==> config.mk <==
export PLATFORM = sky130hd
export DESIGN_NAME = burst_sched
export DESIGN_NICKNAME = d
export VERILOG_FILES = /design/src/rtl/burst_sched_pkg.sv /design/src/rtl/sync_edge_det.sv /design/src/rtl/interval_timer.sv /design/src/rtl/burst_sched_fsm.sv /design/src/rtl/burst_sched.sv
export SDC_FILE = /design/constraint.sdc
export NUM_CORES = 1
export LEC_CHECK = 0
export ABC_AREA = 1
export CAP_MARGIN = 20
export CORE_MARGIN = 2
export CORE_UTILIZATION = 45
export CTS_CLUSTER_SIZE = 16
export DETAILED_ROUTE_END_ITERATION = 8
export SLEW_MARGIN = 25
export SYNTH_ARGS = -nofsm -noshare
export SYNTH_HDL_FRONTEND = slang
export SYNTH_SLANG_ARGS = --single-unit
export TNS_END_PERCENT = 20
==> constraint.sdc <==
create_clock -name clk -period 2 [get_ports clk]
set_input_delay 0.5 -clock clk [delete_from_list [all_inputs] [get_ports clk]]
set_output_delay 0.5 -clock clk [all_outputs]
set_load 0.05 [all_outputs]
==> src/rtl/burst_sched_pkg.sv <==
package burst_sched_pkg;

    typedef enum logic [1:0] {
        MODE_FAST   = 2'b00,
        MODE_LOWPWR = 2'b01,
        MODE_LOCKED = 2'b10,
        MODE_BOOST  = 2'b11
    } sched_mode_t;

    typedef enum logic [2:0] {
        ST_BOOT      = 3'd0,
        ST_LAUNCH    = 3'd1,
        ST_MEASURE   = 3'd2,
        ST_FAST_WAIT = 3'd3,
        ST_SLEEP     = 3'd4
    } sched_state_t;

endpackage

==> src/rtl/sync_edge_det.sv <==
module sync_edge_det #(
    parameter int STAGES = 2
) (
    input  logic clk,
    input  logic rst_n,
    input  logic async_i,
    output logic level_o,
    output logic rise_o
);

    // STAGES flops resynchronise the pin; one more flop remembers the
    // previous level so that a rising edge can be detected.
    logic [STAGES:0] chain_q;

    always_ff @(posedge clk or negedge rst_n) begin
        if (!rst_n) begin
            chain_q <= '0;
        end else begin
            chain_q <= {chain_q[STAGES-1:0], async_i};
        end
    end

    always_comb begin
        level_o = chain_q[STAGES-1];
        rise_o  = chain_q[STAGES-1] & ~chain_q[STAGES];
    end

    // a detected edge lasts exactly one cycle
    a_r5_rise_single: assert property (@(posedge clk) disable iff (!rst_n)
        rise_o |=> !rise_o);

endmodule

==> src/rtl/interval_timer.sv <==
module interval_timer #(
    parameter int TW = 8
) (
    input  logic          clk,
    input  logic          rst_n,
    input  logic          load_i,
    input  logic [TW-1:0] load_val_i,
    output logic          last_o
);

    logic [TW-1:0] cnt_q;

    always_ff @(posedge clk or negedge rst_n) begin
        if (!rst_n) begin
            cnt_q <= '0;
        end else if (load_i) begin
            cnt_q <= load_val_i;
        end else if (cnt_q != '0) begin
            cnt_q <= cnt_q - 1'b1;
        end
    end

    always_comb begin
        last_o = (cnt_q == TW'(1));
    end

    // the expiry indication cannot repeat without a reload
    a_r7_last_once: assert property (@(posedge clk) disable iff (!rst_n)
        (last_o && !load_i) |=> !last_o);

    // an idle timer stays idle until it is loaded again
    a_r3_idle_stays: assert property (@(posedge clk) disable iff (!rst_n)
        (cnt_q == '0 && !load_i) |=> (cnt_q == '0));

endmodule

==> src/rtl/burst_sched_fsm.sv <==
module burst_sched_fsm
    import burst_sched_pkg::*;
#(
    parameter int FAST_CYC  = 20,
    parameter int SLEEP_CYC = 150,
    parameter int TW        = 8
) (
    input  logic          clk,
    input  logic          rst_n,
    input  logic          sync_level_i,
    input  logic          sync_rise_i,
    input  logic          burst_done_i,
    input  logic          maybe_touch_i,
    input  logic          touch_settled_i,
    input  logic          timer_last_i,
    output logic          timer_load_o,
    output logic [TW-1:0] timer_val_o,
    output logic          burst_start_o,
    output logic [1:0]    mode_o
);

    localparam logic [TW-1:0] FAST_LOAD  = TW'(FAST_CYC);
    localparam logic [TW-1:0] SLEEP_LOAD = TW'(SLEEP_CYC);

    sched_state_t state_q, state_d;
    sched_mode_t  mode_q,  mode_d;

    // next state, next mode and timer reload
    always_comb begin
        state_d      = state_q;
        mode_d       = mode_q;
        timer_load_o = 1'b0;
        timer_val_o  = '0;
        unique case (state_q)
            ST_BOOT: begin
                state_d = ST_LAUNCH;
            end
            ST_LAUNCH: begin
                state_d = ST_MEASURE;
            end
            ST_MEASURE: begin
                if (burst_done_i) begin
                    unique case (mode_q)
                        MODE_FAST: begin
                            if (sync_level_i) begin
                                state_d     = ST_FAST_WAIT;
                                timer_val_o = FAST_LOAD;
                            end else begin
                                mode_d      = MODE_LOCKED;
                                state_d     = ST_SLEEP;
                                timer_val_o = SLEEP_LOAD;
                            end
                        end
                        MODE_LOWPWR: begin
                            if (sync_level_i) begin
                                mode_d      = MODE_FAST;
                                state_d     = ST_FAST_WAIT;
                                timer_val_o = FAST_LOAD;
                            end else if (maybe_touch_i) begin
                                mode_d      = MODE_BOOST;
                                state_d     = ST_FAST_WAIT;
                                timer_val_o = FAST_LOAD;
                            end else begin
                                state_d     = ST_SLEEP;
                                timer_val_o = SLEEP_LOAD;
                            end
                        end
                        MODE_LOCKED: begin
                            state_d     = ST_SLEEP;
                            timer_val_o = SLEEP_LOAD;
                        end
                        MODE_BOOST: begin
                            if (touch_settled_i) begin
                                mode_d      = MODE_LOWPWR;
                                state_d     = ST_SLEEP;
                                timer_val_o = SLEEP_LOAD;
                            end else begin
                                state_d     = ST_FAST_WAIT;
                                timer_val_o = FAST_LOAD;
                            end
                        end
                        default: begin
                            mode_d = MODE_FAST;
                        end
                    endcase
                    timer_load_o = 1'b1;
                end
            end
            ST_FAST_WAIT: begin
                if (timer_last_i) begin
                    state_d = ST_LAUNCH;
                end
            end
            ST_SLEEP: begin
                if (sync_rise_i) begin
                    mode_d  = MODE_LOCKED;
                    state_d = ST_LAUNCH;
                end else if (timer_last_i) begin
                    mode_d  = MODE_LOWPWR;
                    state_d = ST_LAUNCH;
                end
            end
            default: begin
                state_d = ST_BOOT;
            end
        endcase
    end

    // state register
    always_ff @(posedge clk or negedge rst_n) begin
        if (!rst_n) begin
            state_q <= ST_BOOT;
            mode_q  <= MODE_FAST;
        end else begin
            state_q <= state_d;
            mode_q  <= mode_d;
        end
    end

    // outputs
    always_comb begin
        burst_start_o = (state_q == ST_LAUNCH);
        mode_o        = mode_q;
    end

    // leaving reset leads straight to a start pulse
    a_r1_boot_launch: assert property (@(posedge clk) disable iff (!rst_n)
        (state_q == ST_BOOT) |=> burst_start_o);

    // start is a single-cycle pulse
    a_r2_single_pulse: assert property (@(posedge clk) disable iff (!rst_n)
        burst_start_o |=> !burst_start_o);

    // a running burst is held until done arrives
    a_r2_hold_measure: assert property (@(posedge clk) disable iff (!rst_n)
        (state_q == ST_MEASURE && !burst_done_i) |=> (state_q == ST_MEASURE));

    // nothing launches directly out of a burst in progress
    a_r6_no_launch_in_burst: assert property (@(posedge clk) disable iff (!rst_n)
        (state_q == ST_MEASURE) |=> !burst_start_o);

    // fast mode with SYNC high keeps fast spacing
    a_r3_fast_keep: assert property (@(posedge clk) disable iff (!rst_n)
        (state_q == ST_MEASURE && burst_done_i && mode_q == MODE_FAST && sync_level_i)
        |=> (mode_o == MODE_FAST && state_q == ST_FAST_WAIT));

    // fast mode with SYNC low goes to sleep in locked mode
    a_r4_enter_locked: assert property (@(posedge clk) disable iff (!rst_n)
        (state_q == ST_MEASURE && burst_done_i && mode_q == MODE_FAST && !sync_level_i)
        |=> (mode_o == MODE_LOCKED && state_q == ST_SLEEP));

    // an edge during sleep launches a locked burst
    a_r5_edge_wakes: assert property (@(posedge clk) disable iff (!rst_n)
        (state_q == ST_SLEEP && sync_rise_i)
        |=> (burst_start_o && mode_o == MODE_LOCKED));

    // a timeout during sleep launches a low-power burst
    a_r7_timeout_wakes: assert property (@(posedge clk) disable iff (!rst_n)
        (state_q == ST_SLEEP && timer_last_i && !sync_rise_i)
        |=> (burst_start_o && mode_o == MODE_LOWPWR));

    // a candidate touch in low power escalates
    a_r9_escalate: assert property (@(posedge clk) disable iff (!rst_n)
        (state_q == ST_MEASURE && burst_done_i && mode_q == MODE_LOWPWR
         && !sync_level_i && maybe_touch_i)
        |=> (mode_o == MODE_BOOST && state_q == ST_FAST_WAIT));

    // a settled candidate returns to low power
    a_r10_settle: assert property (@(posedge clk) disable iff (!rst_n)
        (state_q == ST_MEASURE && burst_done_i && mode_q == MODE_BOOST && touch_settled_i)
        |=> (mode_o == MODE_LOWPWR && state_q == ST_SLEEP));

    // SYNC high at the end of a low-power burst returns to fast mode
    a_r11_lp_to_fast: assert property (@(posedge clk) disable iff (!rst_n)
        (state_q == ST_MEASURE && burst_done_i && mode_q == MODE_LOWPWR && sync_level_i)
        |=> (mode_o == MODE_FAST));

    // locked mode always sleeps after a burst
    a_r12_locked_stays: assert property (@(posedge clk) disable iff (!rst_n)
        (state_q == ST_MEASURE && burst_done_i && mode_q == MODE_LOCKED)
        |=> (mode_o == MODE_LOCKED && state_q == ST_SLEEP));

endmodule

==> src/rtl/burst_sched.sv <==
module burst_sched #(
    parameter int FAST_CYC    = 125000,
    parameter int SLEEP_CYC   = 10625000,
    parameter int SYNC_STAGES = 2
) (
    input  logic       clk,
    input  logic       rst_n,
    input  logic       sync_i,
    input  logic       burst_done_i,
    input  logic       maybe_touch_i,
    input  logic       touch_settled_i,
    output logic       burst_start_o,
    output logic [1:0] mode_o
);

    localparam int MAX_CYC = (FAST_CYC > SLEEP_CYC) ? FAST_CYC : SLEEP_CYC;
    localparam int TW      = $clog2(MAX_CYC + 1);

    logic          sync_level;
    logic          sync_rise;
    logic          timer_load;
    logic [TW-1:0] timer_val;
    logic          timer_last;

    sync_edge_det #(
        .STAGES (SYNC_STAGES)
    ) u_sync (
        .clk     (clk),
        .rst_n   (rst_n),
        .async_i (sync_i),
        .level_o (sync_level),
        .rise_o  (sync_rise)
    );

    interval_timer #(
        .TW (TW)
    ) u_timer (
        .clk        (clk),
        .rst_n      (rst_n),
        .load_i     (timer_load),
        .load_val_i (timer_val),
        .last_o     (timer_last)
    );

    burst_sched_fsm #(
        .FAST_CYC  (FAST_CYC),
        .SLEEP_CYC (SLEEP_CYC),
        .TW        (TW)
    ) u_fsm (
        .clk             (clk),
        .rst_n           (rst_n),
        .sync_level_i    (sync_level),
        .sync_rise_i     (sync_rise),
        .burst_done_i    (burst_done_i),
        .maybe_touch_i   (maybe_touch_i),
        .touch_settled_i (touch_settled_i),
        .timer_last_i    (timer_last),
        .timer_load_o    (timer_load),
        .timer_val_o     (timer_val),
        .burst_start_o   (burst_start_o),
        .mode_o          (mode_o)
    );

endmodule

; After elaboration in Yosys (flattened, before gate mapping)
; Index checks and enable logic that the tools add are counted.
; Widths: inputs -> output; s select.
[op_classes]
n_addsub = 1
mux = 29
bitwise = 2
n_reduce_logical = 6
eq_ne = 14
[ops]
columns = operator, count
row1 = $mux 24, 8
row2 = $pmux 24 s4, 1
row3 = $eq 24x1->1 const B, 1
row4 = $reduce_bool 24->1, 1
row5 = $sub 24x1->24 const B, 1
row6 = $mux 3, 7
row7 = $pmux 3 s5, 1
row8 = $mux 2, 7
row9 = $pmux 3 s4, 1
row10 = $ne 3x3->1 const B, 3
row11 = $reduce_and 7->1, 1
row12 = $eq 3x2->1 const B, 2
row13 = $pmux 2 s3, 1
row14 = $eq 2x2->1 const B, 2
row15 = $ne 4x3->1 const B, 1
row16 = $ne 4x4->1 const B, 1
row17 = $pmux 2 s2, 1
row18 = $reduce_bool 2->1, 2
row19 = $eq 3x1->1 const B, 1
row20 = $eq 3x3->1 const B, 1
row21 = $logic_not 3->1, 1
row22 = $eq 2x1->1 const B, 1
row23 = $logic_not 2->1, 1
row24 = $mux 1, 2
row25 = 3 further kinds, 3
[totals]
input_bits = 6
ff_bits = 32
elab_cells = 56
output_inout_bits = 3

; Depth between registers and ports, before layout
; Gate-level depths: netlist (run 1).
[depth]
word_depth = 6
ltp_mapped = 11
ltp_nobuf = 11

; Hierarchy
; A second synthesis (run 1) with hierarchy kept.
[unflattened]
hier_cells = 380
hier_area_um2 = 2567.5
[by_module_without_submodules]
columns = mod, cells_each, area_per_inst_um2, instances, seq_area_each_um2
row1 = interval_timer, 278, 1793.0, 1, 600.6
row2 = burst_sched_fsm, 97, 689.4, 1, 125.1
row3 = sync_edge_det, 5, 85.1, 1, 75.1

; Worst setup path before layout (run 1)
; Ideal clock, no wire load.
[synth_path]
path_kind = register -> output
startpoint = register u_fsm.state_q[0]
endpoint = output port burst_start_o
t_arrival_ps = 1595
n_path_buf = 0
required_time_ps = 1500
path_slack_ps = -95
stages_incl_launch_ff = 3
path_cell_list = dfrtp_1 inv_1 nor3_1
[synth_via]
elab_chain_cells = 1
[synth_rtl]
columns = element, line
row1 = "start, declared", burst_sched_fsm.sv:25  ; sched_state_t state_q, state_d;
row2 = "start signal, assigned", burst_sched_fsm.sv:115  ; state_q <= state_d;
row3 = $eq 3x1->1, burst_sched_fsm.sv:122  ; burst_start_o = (state_q == ST_LAUNCH);
row4 = "end, declared", burst_sched.sv:12  ; output logic burst_start_o,
; Every way passes these cells.

; Final worst setup path (run 1)
; Ends and elaborated chain as after synthesis.

==> out/qor.yml, run 1 <==
fp.dieH_um: 71.8
worst_ir_drop_vdd_uv: 522
final_net_count: 322
finalCritPeriodShare: 0.883
layout_setup_ws_ns: 0.235
startpoint_type: "flip-flop"
tightest_slew_ns: 0.408
clock-sinks: 32
clock_path_buffers: 2
portBuffers: 8
status: "completed"
fillers: 449
crit_arrival_ns: 1.27
holdCritStartpoint: "u_sync.chain_q[0]$_DFF_PN0_"
initial_core_util: 0.472
fmax_ghz: 0.566
final_cell_area_um2: 2340
postCtsResizedCells: 0
syn-instance-count: 291
setup-violations-final: 0
hpwl_um: 3700
top_usage_layer: "met2"
dr.pass1.iters: 4
post_cts_buffers: 0
numCtsBuffers: 5
first_global_vias: 1838
rsz0062_at_grt: "false"
hp-class: "reg2reg"
syn_avg_cell_area_um2: 7.11
seq_area_frac_synth: 0.387
r2r_start: "u_timer.cnt_q[0]$_DFFE_PN0P_"
hold_viol: 0
wl_per_cell_um: 13.5
htreeDepth: 2
final_common_cell: "nand2_1"
postRouteAntennaNets: 0
drive_gt1_frac: 0.110
maxSlewViolCount: 0
ioPinCount: 9
synth_warnings: 0
grt_max_degree: 33
globalRouteMet3Util: 0.0422
die-area_um2: 5150
yosys_register_bits: 32
critPathLaunch: "u_fsm.state_q[0]$_DFFE_PN0N_"
antenna_found_initial: 0
crit_fanout: 6
worstPathRequired_ns: 1.50
grtUsageTotal: 0.213
post_drt_via_cell_ratio: 5.29
relSlewSlack: 0.728
power_density_nw_per_um2: 1320
grt_use_met2: 0.315
syn_area_um2: 2070
grt-ovfl-total: 0
crit_path_end_kind: "output pin"
synth_cell_types: 28
cts-root-buf: "clkbuf_8"
holdBufCountCts: 0
antenna_cells: 0
drc_errors: 0
routed-via-count: 1914
drt_wl_total_um: 4900
most-common-layout-cells: "nand2_1, nor2_1, dfrtp_1"
path_class: "reg2out"
drtIter0Drc: 91
crit_slowest_cell: "dfrtp_1"
syn-num-nets: 304
grt_pass1_wl_um: 8470
cp_cell_sequence: "inv_1 > nor3_2 > buf_12"
min_period_ns: 1.77
dpl_cell_area_um2: 2240
rows: 24
slowest_delay_ns: 0.47
cts.clk_slew.worst_paths_ns: 0.07
clkLatencyLatePin_ns: 0.29
grtUsageMet1: 0.306
p_leak_nw: 1.12
fin_skew_ns: 0.00900
max-cap-violations: 0
area_delta_synth_final_pct: 13.0
setup-tns-final_ns: 0
routabilityCongestion: 0.871
coreArea_um2: 4380
die_w_um: 71.8
pre_cts_slack_ns: 0.143
tritoncts: "built"
==> kinds of logic (layout without fill, tap and decap cells) <==
| family | Yosys count | in the layout | share of synthesized area |
|---|---|---|---|
| and+or+nand+nor | 182 | 182 | 0.396 |
| AOI/OAI and AO/OA | 38 | 38 | 0.100 |
| DFF | 32 | 32 | 0.387 |
| buffers and inverters | 28 | 47 | 0.0575 |
| adders and majority gates | 7 | 7 | 0.0423 |
| xor gates and xnor gates | 4 | 4 | 0.0169 |
==> power breakdown <==
group | total, mW | internal, mW | switching (mW)
sequential | 1.11 | 0.865 | 0.246
clock | 0.497 | 0.242 | 0.255
combinational | 1.48 | 0.543 | 0.932
total | 3.08 | 1.65 | 1.43
==> worst paths after layout <==
| path | slack [ns] | to | depth (start not counted) |
|---|---|---|---|
| max in group asynchronous | 1.09 | u_fsm.mode_o[1]$_DFFE_PN0P_ | 2 |
| worst max register to register | 0.26 | u_timer.cnt_q[15]$_DFFE_PN0P_ | 8 |
| worst min-delay path | 0.35 | u_sync.chain_q[1]$_DFF_PN0_ | 0 |
| worst max-delay path | 0.23 | burst_start_o | 3 |
| min in group asynchronous | 0.61 | u_timer.cnt_q[22]$_DFFE_PN0P_ | 2 |
| worst min register to register | 0.35 | u_sync.chain_q[1]$_DFF_PN0_ | 0 |
==> area by class of cell <==
cell class                      count  area (um^2)  area share
Tap cell                           52         65.1      0.0278
Multi-Input combinational cell    231         1160       0.496
Sequential cell                    32          801       0.343
Clock buffer                        5         68.8      0.0294
Clock inverter                      3         18.8     0.00803
Timing Repair Buffer               13          123      0.0525
Inverter                           26          103      0.0439
==> synthesized netlist by cell type, drive strengths merged <==
cell type / count / area share
buf: 2 / 0.0079
nand3: 28 / 0.070
clkinv: 1 / 0.0042
o21bai: 2 / 0.0073
inv: 25 / 0.045
o21ai: 9 / 0.024
dfrtp: 32 / 0.39
a21o: 2 / 0.0073
nor3: 2 / 0.010
ha: 7 / 0.042
nand3b: 3 / 0.011
xnor2: 1 / 0.0042
nor2: 67 / 0.14
a21oi: 23 / 0.056
nand4: 8 / 0.024
o21a: 1 / 0.0036
or2: 1 / 0.0030
nand2: 73 / 0.14
xor2: 3 / 0.013
a31oi: 1 / 0.0030
==> state kept, by name (all words and copies together) (netlist names) <==
register	cells
u_sync.chain_q	3
u_fsm.state_q	3
u_fsm.mode_o	2
u_timer.cnt_q	24
==> metal layers <==
layer,vias up,share of wire
li1,988,-
met1,870,0.51
met2,44,0.43
met3,12,0.037
met4,0,0.024
met5,-,0
==> worst max-delay path, delay by kind of cell, from the launching register on <==
family | cells | cell delay, ns
buf+inv | 2 | 0.28
flops | 1 | 0.47
simple gates | 1 | 0.22
==> through the flow <==
step	utilization	std cells	total power, mW	hold slack, ns
2_1_floorplan	-	291	2.18	0.204
3_3_place_gp	0.512	354	2.58	0.336
3_5_place_dp	0.512	354	2.57	0.340
4_1_cts	0.532	362	3.08	0.356
5_1_grt	0.533	362	3.37	0.358
6_report	0.533	362	3.08	0.353
(Power assumes the default switching activity.)
==> run 2: changes to the inputs <==
--- a/config.mk
+++ b/config.mk
@@ -8,9 +8,10 @@
 export ABC_AREA = 1
 export CAP_MARGIN = 20
 export CORE_MARGIN = 2
-export CORE_UTILIZATION = 45
+export CORE_UTILIZATION = 60
 export CTS_CLUSTER_SIZE = 16
 export DETAILED_ROUTE_END_ITERATION = 8
+export PLACE_DENSITY = 0.79
 export SLEW_MARGIN = 25
 export SYNTH_ARGS = -nofsm -noshare
 export SYNTH_HDL_FRONTEND = slang
==> run 2 against run 1 <==
Effect of this change: sequential share of layout area increased by 0.37 points; clock-buffer cell count increased by 2; cell count decreased by 1.4%; first-iteration DRC count increased by 68%; critical path type is now reg2reg; fmax decreased by 2.7%.
==> out/qor.yml, run 2 (synthesis results as in run 1) <==
slowest_delay_ns: 0.41  # -0.06 ns
routed-via-count: 1942  # +1.5%
crit_path_end_kind: "flip-flop"
min_period_ns: 1.81  # +0.0494 ns
min_to: "u_sync.chain_q[1]$_DFF_PN0_"
numCtsBuffers: 5  # unchanged
critPathTopFamily: "simple AND/OR/NAND/NOR gates"
crit_fanout: 9  # +3
final_cell_area_um2: 2310  # -1.1%
grt_pass1_wl_um: 8090  # -4.6%
tritoncts: "built"
clock_path_buffers: 2  # unchanged
status: "completed"
r2r_slack_ns: 0.19  # -0.07 ns
pwr-share-seq: 0.372  # +0.011
p_leak_nw: 1.11  # -0.99%
hold_viol: 0  # unchanged
hpwl_um: 3600  # -2.7%
drc_errors: 0  # unchanged
grtUsageTotal: 0.262  # +0.0486
fin_total_pwr_mw: 2.98  # -3.3%
cts-root-buf: "clkbuf_4"
worstPathBufferInverterCount: 2  # unchanged
r2r_end: "u_timer.cnt_q[8]$_DFFE_PN0P_"
dpl_cell_area_um2: 2240  # unchanged
setup-violations-final: 0  # unchanged
path_class: "reg2reg"
drive_gt1_frac: 0.109  # -0.000353
drtIter0Drc: 153  # +68%
antenna_cells: 0  # unchanged
final_net_count: 323  # +0.31%
cp_cell_sequence: "inv_1 > ha_1 > nand2_1 > nor2_2 > nand3_2 > nor2_4 > buf_4 > a21oi_1"
maxSlewViolCount: 0  # unchanged
startpoint_type: "flip-flop"
routabilityCongestion: 0.889  # +2.1%
max-cap-violations: 0  # unchanged
r2r_start: "u_timer.cnt_q[0]$_DFFE_PN0P_"
fp.dieH_um: 62.7  # -13%
clkLatencyLatePin_ns: 0.32  # +0.03 ns
post_drt_via_cell_ratio: 5.44  # +2.9%
relSlewSlack: 0.731  # +0.00335
fin_skew_ns: 0.0100  # +0.00100 ns
reg2regPathDepth: 8  # unchanged
grt_max_degree: 33  # unchanged
p_int_mw: 1.59  # -3.9%
critPathLaunch: "u_timer.cnt_q[0]$_DFFE_PN0P_"
most-common-layout-cells: "nand2_1, nor2_1, dfrtp_1"
whs_path_depth: 0  # unchanged
grt-ovfl-total: 0  # unchanged
dr_wl_met2_um: 2020  # -3.5%
clock-sinks: 32  # unchanged
final_common_cell: "nand2_1"
worst_ir_drop_vdd_uv: 758  # +45%
rsz0062_at_grt: "false"
final-seq-area_um2: 801  # unchanged
drt_wl_total_um: 4660  # -4.9%
ioPinCount: 9  # unchanged
largest-register: "u_timer.cnt_q"
postRouteAntennaNets: 0  # unchanged
power_frac_clock: 0.129  # -0.032
sw_frac_of_total: 0.468  # +0.00360
power_density_nw_per_um2: 1290  # -2.2%
die-area_um2: 3930  # -24%
coreArea_um2: 3310  # -24%
rows: 21  # -13%
die_w_um: 62.7  # -13%
cp.depth: 8  # +5
finalCritPeriodShare: 0.907  # +0.0247
area_delta_synth_final_pct: 11.8
crit_arrival_ns: 2.02  # +0.75 ns
setup-tns-final_ns: 0  # unchanged
worstPathRequired_ns: 2.20  # +0.70 ns
portBuffers: 8  # unchanged
first_global_vias: 1771  # -3.6%
fmax_ghz: 0.551  # -2.7%
wl_met3_um: 223  # +25%
holdCritStartpoint: "u_sync.chain_q[0]$_DFF_PN0_"
hp-class: "reg2reg"
wl_met1_um: 2370  # -5.3%
crit_slowest_cell: "dfrtp_1"
cts.clk_slew.worst_paths_ns: 0.10  # +0.03 ns
holdBufCountCts: 0  # unchanged
initial_core_util: 0.625  # +0.153
multi_input_area_um2: 1160  # unchanged
dr.pass1.iters: 5  # +1
antenna_found_initial: 0  # unchanged
power_switching_mw: 1.40  # -2.5%
fillers: 298  # -34%
wl_per_cell_um: 13.1  # -3.6%
p_comb_frac: 0.499  # +0.021
top_layer_used: "met4"
reg.largest.list: "u_timer.cnt_q x24, u_fsm.state_q x3, u_sync.chain_q x3"
htreeDepth: 2  # unchanged
largest_reg_flops: 24  # unchanged
tightest_slew_ns: 0.403  # -0.00502 ns
run 2: cell count changes in the layout (fill, tap and decap cells not counted):
cell | before | now
clkinv_2 | 2 | 0
clkinv_4 | 2 | 1
clkinvlp_4 | 0 | 1
clkbuf_8 | 5 | 1
clkbuf_1 | 0 | 1
clkbuf_4 | 0 | 5
buf_4 | 7 | 8
run 2: power groups by stage:
stage	logic [mW]	registers, mW	clock network, mW
finish	1.49	1.11	0.384
global route	1.70	1.14	0.424
CTS	1.47	1.11	0.392
floorplan	1.08	1.10	0
detailed placement	1.46	1.12	0
global placement	1.44	1.11	0
run 2: what timing repair did:
item | 4_1_cts | 5_1_grt
setup buffers | 0 | 0
endpoints found under the setup margin | 0 | 1
gates resized for setup | 0 | 1
run 2: final cells by class:
cell class,count,area share
clock inverter,1,0.00325
timing repair buffer,14,0.0563
tap,46,0.0249
sequential,32,0.346
inverter,26,0.0444
clock buffer,7,0.0238
multi-input combinational,231,0.501
run 2: worst max path at each step:
stage,endpoint,slack [ns]
detailed placement,u_timer.cnt_q[15]$_DFFE_PN0P_,0.14
finish,u_timer.cnt_q[8]$_DFFE_PN0P_,0.19
CTS,burst_start_o,0.19
global placement,u_timer.cnt_q[10]$_DFFE_PN0P_,0.15
global route,u_timer.cnt_q[10]$_DFFE_PN0P_,0.09
floorplan,u_fsm.mode_o[0]$_DFFE_PN0P_,0.17
run 2: stage by stage:
stage / hold slack (ns) / cells / worst slack, ns / util
floorplan: 0.204 / 291 / 0.169 / -
global placement: 0.332 / 349 / 0.154 / 0.678
detailed placement: 0.336 / 349 / 0.141 / 0.678
CTS: 0.363 / 357 / 0.187 / 0.697
global route: 0.377 / 357 / 0.0886 / 0.698
finish: 0.359 / 357 / 0.185 / 0.698
run 2: per-layer routing:
layer | GRT usage | vias up
met5 | 0 | -
met4 | 0.0722 | 0
met3 | 0.0432 | 5
met2 | 0.383 | 55
met1 | 0.401 | 896
li1 | - | 986
